$ cat src/rtl/bitrate_pkg.sv
package bitrate_pkg;
  localparam int unsigned TB_W_DEF    = 24;
  localparam int unsigned WORD_W_DEF  = 6;
  localparam int unsigned SEL_W_DEF   = 3;
  localparam int unsigned SYNC_W_DEF  = 2;
endpackage

$ cat src/rtl/tb_counter.sv
module tb_counter #(
  parameter int unsigned W = 24
) (
  input  logic         clk_i,
  input  logic         rst_ni,
  input  logic         clr_i,
  output logic [W-1:0] cnt_o,
  output logic [W-1:0] nxt_o
);
  logic [W-1:0] cnt_q;

  assign nxt_o = clr_i ? '0 : cnt_q + 1'b1;
  assign cnt_o = cnt_q;

  always_ff @(posedge clk_i or negedge rst_ni) begin
    if (!rst_ni) cnt_q <= '0;
    else         cnt_q <= nxt_o;
  end
endmodule

$ cat src/rtl/tap_mux.sv
module tap_mux #(
  parameter int unsigned W     = 24,
  parameter int unsigned SEL_W = 3
) (
  input  logic             clk_i,
  input  logic             rst_ni,
  input  logic [W-1:0]     nxt_i,
  input  logic [SEL_W-1:0] sel_i,
  output logic             clk_o,
  output logic [SEL_W-1:0] act_o
);
  localparam int unsigned TAPS = 1 << SEL_W;

  logic [TAPS-1:0]  taps;
  logic [TAPS-1:0]  span;
  logic [SEL_W-1:0] hi, sel_d, act_q;
  logic             bound, clk_q;

  assign taps = nxt_i[TAPS-1:0];

  // switch only where both old and new tap start a period
  always_comb begin
    hi = (sel_i > act_q) ? sel_i : act_q;
    for (int i = 0; i < TAPS; i++) span[i] = (SEL_W'(i) <= hi);
    bound = ((taps & span) == '0);
    sel_d = bound ? sel_i : act_q;
  end

  always_ff @(posedge clk_i or negedge rst_ni) begin
    if (!rst_ni) begin
      act_q <= '0;
      clk_q <= 1'b0;
    end else begin
      act_q <= sel_d;
      clk_q <= taps[sel_d];
    end
  end

  assign clk_o = clk_q;
  assign act_o = act_q;
endmodule

$ cat src/rtl/edge_sync.sv
module edge_sync #(
  parameter int unsigned STAGES = 2
) (
  input  logic clk_i,
  input  logic rst_ni,
  input  logic d_i,
  output logic rise_o
);
  logic [STAGES:0] sh_q;

  always_ff @(posedge clk_i or negedge rst_ni) begin
    if (!rst_ni) sh_q <= '0;
    else         sh_q <= {sh_q[STAGES-1:0], d_i};
  end

  assign rise_o = sh_q[STAGES-1] & ~sh_q[STAGES];
endmodule

$ cat src/rtl/bitrate_clkgen.sv
module bitrate_clkgen
  import bitrate_pkg::*;
#(
  parameter int unsigned TB_W   = TB_W_DEF,
  parameter int unsigned WORD_W = WORD_W_DEF,
  parameter int unsigned SEL_W  = SEL_W_DEF,
  parameter int unsigned SYNC_W = SYNC_W_DEF
) (
  input  logic             clk_i,
  input  logic             rst_ni,
  input  logic             restart_i,
  input  logic [SEL_W-1:0] rate_sel_i,
  input  logic             bit_clk_i,
  output logic             enc_clk_o,
  output logic             bit_stb_o,
  output logic [TB_W-1:0]  time_words_o
);
  localparam int unsigned N_WORDS = TB_W / WORD_W;

  logic [TB_W-1:0]  cnt, cnt_nxt;
  logic [SEL_W-1:0] act_sel;

  tb_counter #(.W(TB_W)) u_cnt (
    .clk_i  (clk_i),
    .rst_ni (rst_ni),
    .clr_i  (restart_i),
    .cnt_o  (cnt),
    .nxt_o  (cnt_nxt)
  );

  tap_mux #(.W(TB_W), .SEL_W(SEL_W)) u_tap (
    .clk_i  (clk_i),
    .rst_ni (rst_ni),
    .nxt_i  (cnt_nxt),
    .sel_i  (rate_sel_i),
    .clk_o  (enc_clk_o),
    .act_o  (act_sel)
  );

  edge_sync #(.STAGES(SYNC_W)) u_bit (
    .clk_i  (clk_i),
    .rst_ni (rst_ni),
    .d_i    (bit_clk_i),
    .rise_o (bit_stb_o)
  );

  for (genvar k = 0; k < N_WORDS; k++) begin : g_word
    assign time_words_o[k*WORD_W +: WORD_W] = cnt[k*WORD_W +: WORD_W];
  end
endmodule

$ cat config.mk
export PLATFORM = sky130hd
export DESIGN_NAME = bitrate_clkgen
export DESIGN_NICKNAME = d
export VERILOG_FILES = /design/src/rtl/bitrate_pkg.sv /design/src/rtl/tb_counter.sv /design/src/rtl/tap_mux.sv /design/src/rtl/edge_sync.sv /design/src/rtl/bitrate_clkgen.sv
export SDC_FILE = /design/constraint.sdc
export NUM_CORES = 1
export LEC_CHECK = 0
export BUFFER_PORTS_ARGS = -buffer_cell sky130_fd_sc_hd__buf_4
export CAP_MARGIN = 5
export CORE_MARGIN = 5
export CORE_UTILIZATION = 45
export DETAILED_ROUTE_END_ITERATION = 12
export HOLD_SLACK_MARGIN = 0.03
export PLACE_DENSITY = 0.74
export SLEW_MARGIN = 20
export SYNTH_ARGS = -nofsm -noshare
export SYNTH_HDL_FRONTEND = slang
export SYNTH_HIERARCHICAL = 1
export SYNTH_SLANG_ARGS = --single-unit
export TNS_END_PERCENT = 20
$ cat constraint.sdc
create_clock -name clk_i -period 2.59 [get_ports clk_i]
set_clock_uncertainty 0.2 [all_clocks]
set_input_delay 0.518 -clock clk_i [delete_from_list [all_inputs] [get_ports clk_i]]
set_output_delay 0.518 -clock clk_i [all_outputs]
set_load 0.05 [all_outputs]
==> qor.csv <==
metric,value,unit
final core occ,62.8,%
H-Tree Level Count,2,
share of layout cells above drive strength 1,39.3,%
final setup fails,3,
GR Util All Layers,17.2,%
die area,5300,µm²
Post-DP HPWL,3120,µm
register area share after synthesis,43.7,%
Rel. slew slack,73.6,%
PortBufs,32,
post-synth top area share,43.7,%
"Clk Latency, worst-skew pair",0.29,ns
clock sinks,31,
failing checks,negative setup slack,
detailed-route wire length per cell,15.4,µm
FMAX,385,MHz
Crit. End Element,flop,
Area growth syn-to-layout,32.6,%
critical path class,reg -> reg,
PD cells,560,nW/µm²
worst r2r src,u_tap/act_o[2]$_DFF_PN0_,
Synth area leaders,"dfrtp_1 44%, mux4_2 5.1%, xor2_1 3.5%",
Mapped Area,1770,µm²
cells after synthesis,169,
Setup WS post-layout,-0.00897,ns
chip height,72.8,µm
Pre-antenna DRT Iters,4,
Die X,72.8,µm
number of I/O pins,33,
crit path DAT,2.58,ns
"Async S/R FF share, synth",100,%
CTS max path bufs,2,
vias in the first global route,1548,
Critical R2R Capture,u_tap/act_o[2]$_DFF_PN0_,
"Period Utilization, post-route",100,%
CP Launch Point,u_tap/act_o[2]$_DFF_PN0_,
grt ovf,0,
CTS buffer count,5,
Cell variety after synth,42,
Worst Reg2Reg Path Length in Cells,8,
Worst Setup EP,u_tap/act_o[2]$_DFF_PN0_,
gpl congestion,0.952,
syn_nets,180,
CTS tree,built,
Hold/Removal Path Class,in -> reg,
antenna violations before repair,0,
layout net count,234,
CTS root buffer,clkbuf_8,
ys flop type,dfrtp_1,
largest net degree at the start of global routing,32,
Fin. Hold Viols,0,
core area,3740,µm²
Least-Margin Pin Slew,0.394,ns
Leak,1.02,nW
"Req. time, crit path",2.57,ns
Final Routed Wirelength,4190,µm
fin. max-slew vios,0,
post-route ant nets,0,
post-synthesis register bit count,31,
MaxCap Viol Count,0,
Worst Path Max Fanout,5,
Final Critical Period,2.60,ns
initial DRC count,59,
worst hold stages,1,
Startpoint Class,flop,
R2R Setup Slk,-0.009,ns
vias,1551,
first-pass GRT wire length,6990,µm
RSZ-0062 raised after global routing,yes,
leading area contributor after synthesis,dfrtp_1,
Starting Density,47.4,%
Avg Vias per Cell,5.70,
FP Rows,22,
# diodes,0,
syn avg cell area,10.5,µm²
status,"finished, violations left",
Ys Warns,6,
total power,1.32,mW
Worst VDD drop,0.377,mV
# DRC,0,
clk slew on worst S/H paths,0.07,ns
fill count,334,
"EDFF count, synth",0,
## where the power goes
group / leakage, nW / switching [mW] / internal [mW]
Sequential: 0.414 / 0.0175 / 0.508
Clock: 0.0402 / 0.186 / 0.186
Combinational: 0.569 / 0.206 / 0.213
## flip-flops by register name (all words and copies together) (netlist names)
register and flops:
u_bit/sh_q 3, u_cnt/cnt_o 24, u_tap/act_o 3, u_tap/clk_o 1
## cell families after synthesis
logic type	count (synthesis)	share of synthesized area [%]
compound gates	31	12.0
fa+ha+maj	4	2.82
simple gates	70	23.0
mux	13	10.7
buf+inv	9	2.33
xor+xnor	11	5.43
flops	31	43.7
## cell usage in the layout, fill, tap and decap left out, types with 2 or more instances in the layout
master,Yosys,layout
a21boi_0,2,2
o21ai_0,7,7
xnor2_1,4,4
mux4_2,4,4
dfrtp_2,0,2
a21oi_1,11,11
buf_4,0,51
mux2i_1,4,4
nand4_1,4,4
inv_2,0,3
and4_1,3,3
clkbuf_8,0,5
nor2_1,14,14
mux2_4,1,4
clkinvlp_4,0,2
ha_4,0,2
or4_1,4,4
nand3_1,10,10
or3_1,7,7
o31ai_1,4,4
nor3_1,2,2
dfrtp_1,31,29
xor2_1,7,7
nand2_1,12,12
## cell usage after synthesis (all sizes together) (2+ instances only)
cell type and instances:
or4 5, mux4 4, nand2 12, clkbuf 4, o31ai 4, ha 4
nor3 2, nor2b 2, o21ai 7, and4 4, xor2 7, inv 4
nand4 6, and3 2, mux2 5, mux2i 4, dfrtp 31, a21boi 2
nand3 10, nor2 14, or3 8, a21oi 13, xnor2 4
## critical path: stages, from the launching register on
cell and delay (ns):
dfrtp_1 0.37, inv_2 0.06, ha_4 0.27, nand3b_1 0.15
a21oi_4 0.23, mux2_4 0.34, a2111oi_4 0.35, nand4_4 0.19
mux2_4 0.33
## through the flow
| step | setup slack, ns | area, µm² | instances | TNS, ns | hold WS (ns) |
|---|---|---|---|---|---|
| floorplan | -0.176 | 1820 | 169 | -0.530 | 0.0224 |
| global placement | -0.213 | 2210 | 262 | -0.820 | 0.138 |
| detailed placement | -0.326 | 2210 | 262 | -1.28 | 0.139 |
| CTS | -0.0110 | 2340 | 272 | -0.0315 | 0.122 |
| global route | -0.126 | 2350 | 272 | -0.475 | 0.118 |
| finish | -0.00897 | 2350 | 272 | -0.0221 | 0.134 |
## what timing repair did
action                     in CTS  in global routing
hold endpoints to repair       31                  0
setup endpoints to repair       4                  4
setup buffers                   1                  0
pin swaps                       3                  0
hold buffers                    1                  0
resized for setup               5                  1
## worst min-delay path by stage
stage	startpoint	end	slack, ns
2_1_floorplan	rst_ni	u_bit/sh_q[0]$_DFF_PN0_	0.02
3_3_place_gp	u_bit/sh_q[0]$_DFF_PN0_	u_bit/sh_q[1]$_DFF_PN0_	0.14
3_5_place_dp	u_bit/sh_q[0]$_DFF_PN0_	u_bit/sh_q[1]$_DFF_PN0_	0.14
4_1_cts	bit_clk_i	u_bit/sh_q[0]$_DFF_PN0_	0.12
5_1_grt	bit_clk_i	u_bit/sh_q[0]$_DFF_PN0_	0.12
6_report	bit_clk_i	u_bit/sh_q[0]$_DFF_PN0_	0.13
## layout make-up
| class | instances | area [µm²] | area share [%] |
|---|---|---|---|
| tap | 48 | 60.1 | 2.55 |
| clock buffer | 5 | 68.8 | 2.93 |
| clock inverter | 3 | 20.0 | 0.851 |
| multi-input combinational | 129 | 1020 | 43.2 |
| inverter | 4 | 15.0 | 0.638 |
| timing repair buffer | 52 | 393 | 16.7 |
| sequential | 31 | 778 | 33.1 |
## routing by layer
layer	part of all wire, %	routed length (µm)	track usage (%)	up-vias
met4	2.5	106	10.0	0
met5	0	0	0	-
met2	53	2210	29.9	42
met3	6.0	251	3.86	10
li1	-	-	-	738
met1	39	1620	19.2	761
Power figures use the tool's default switching activity.
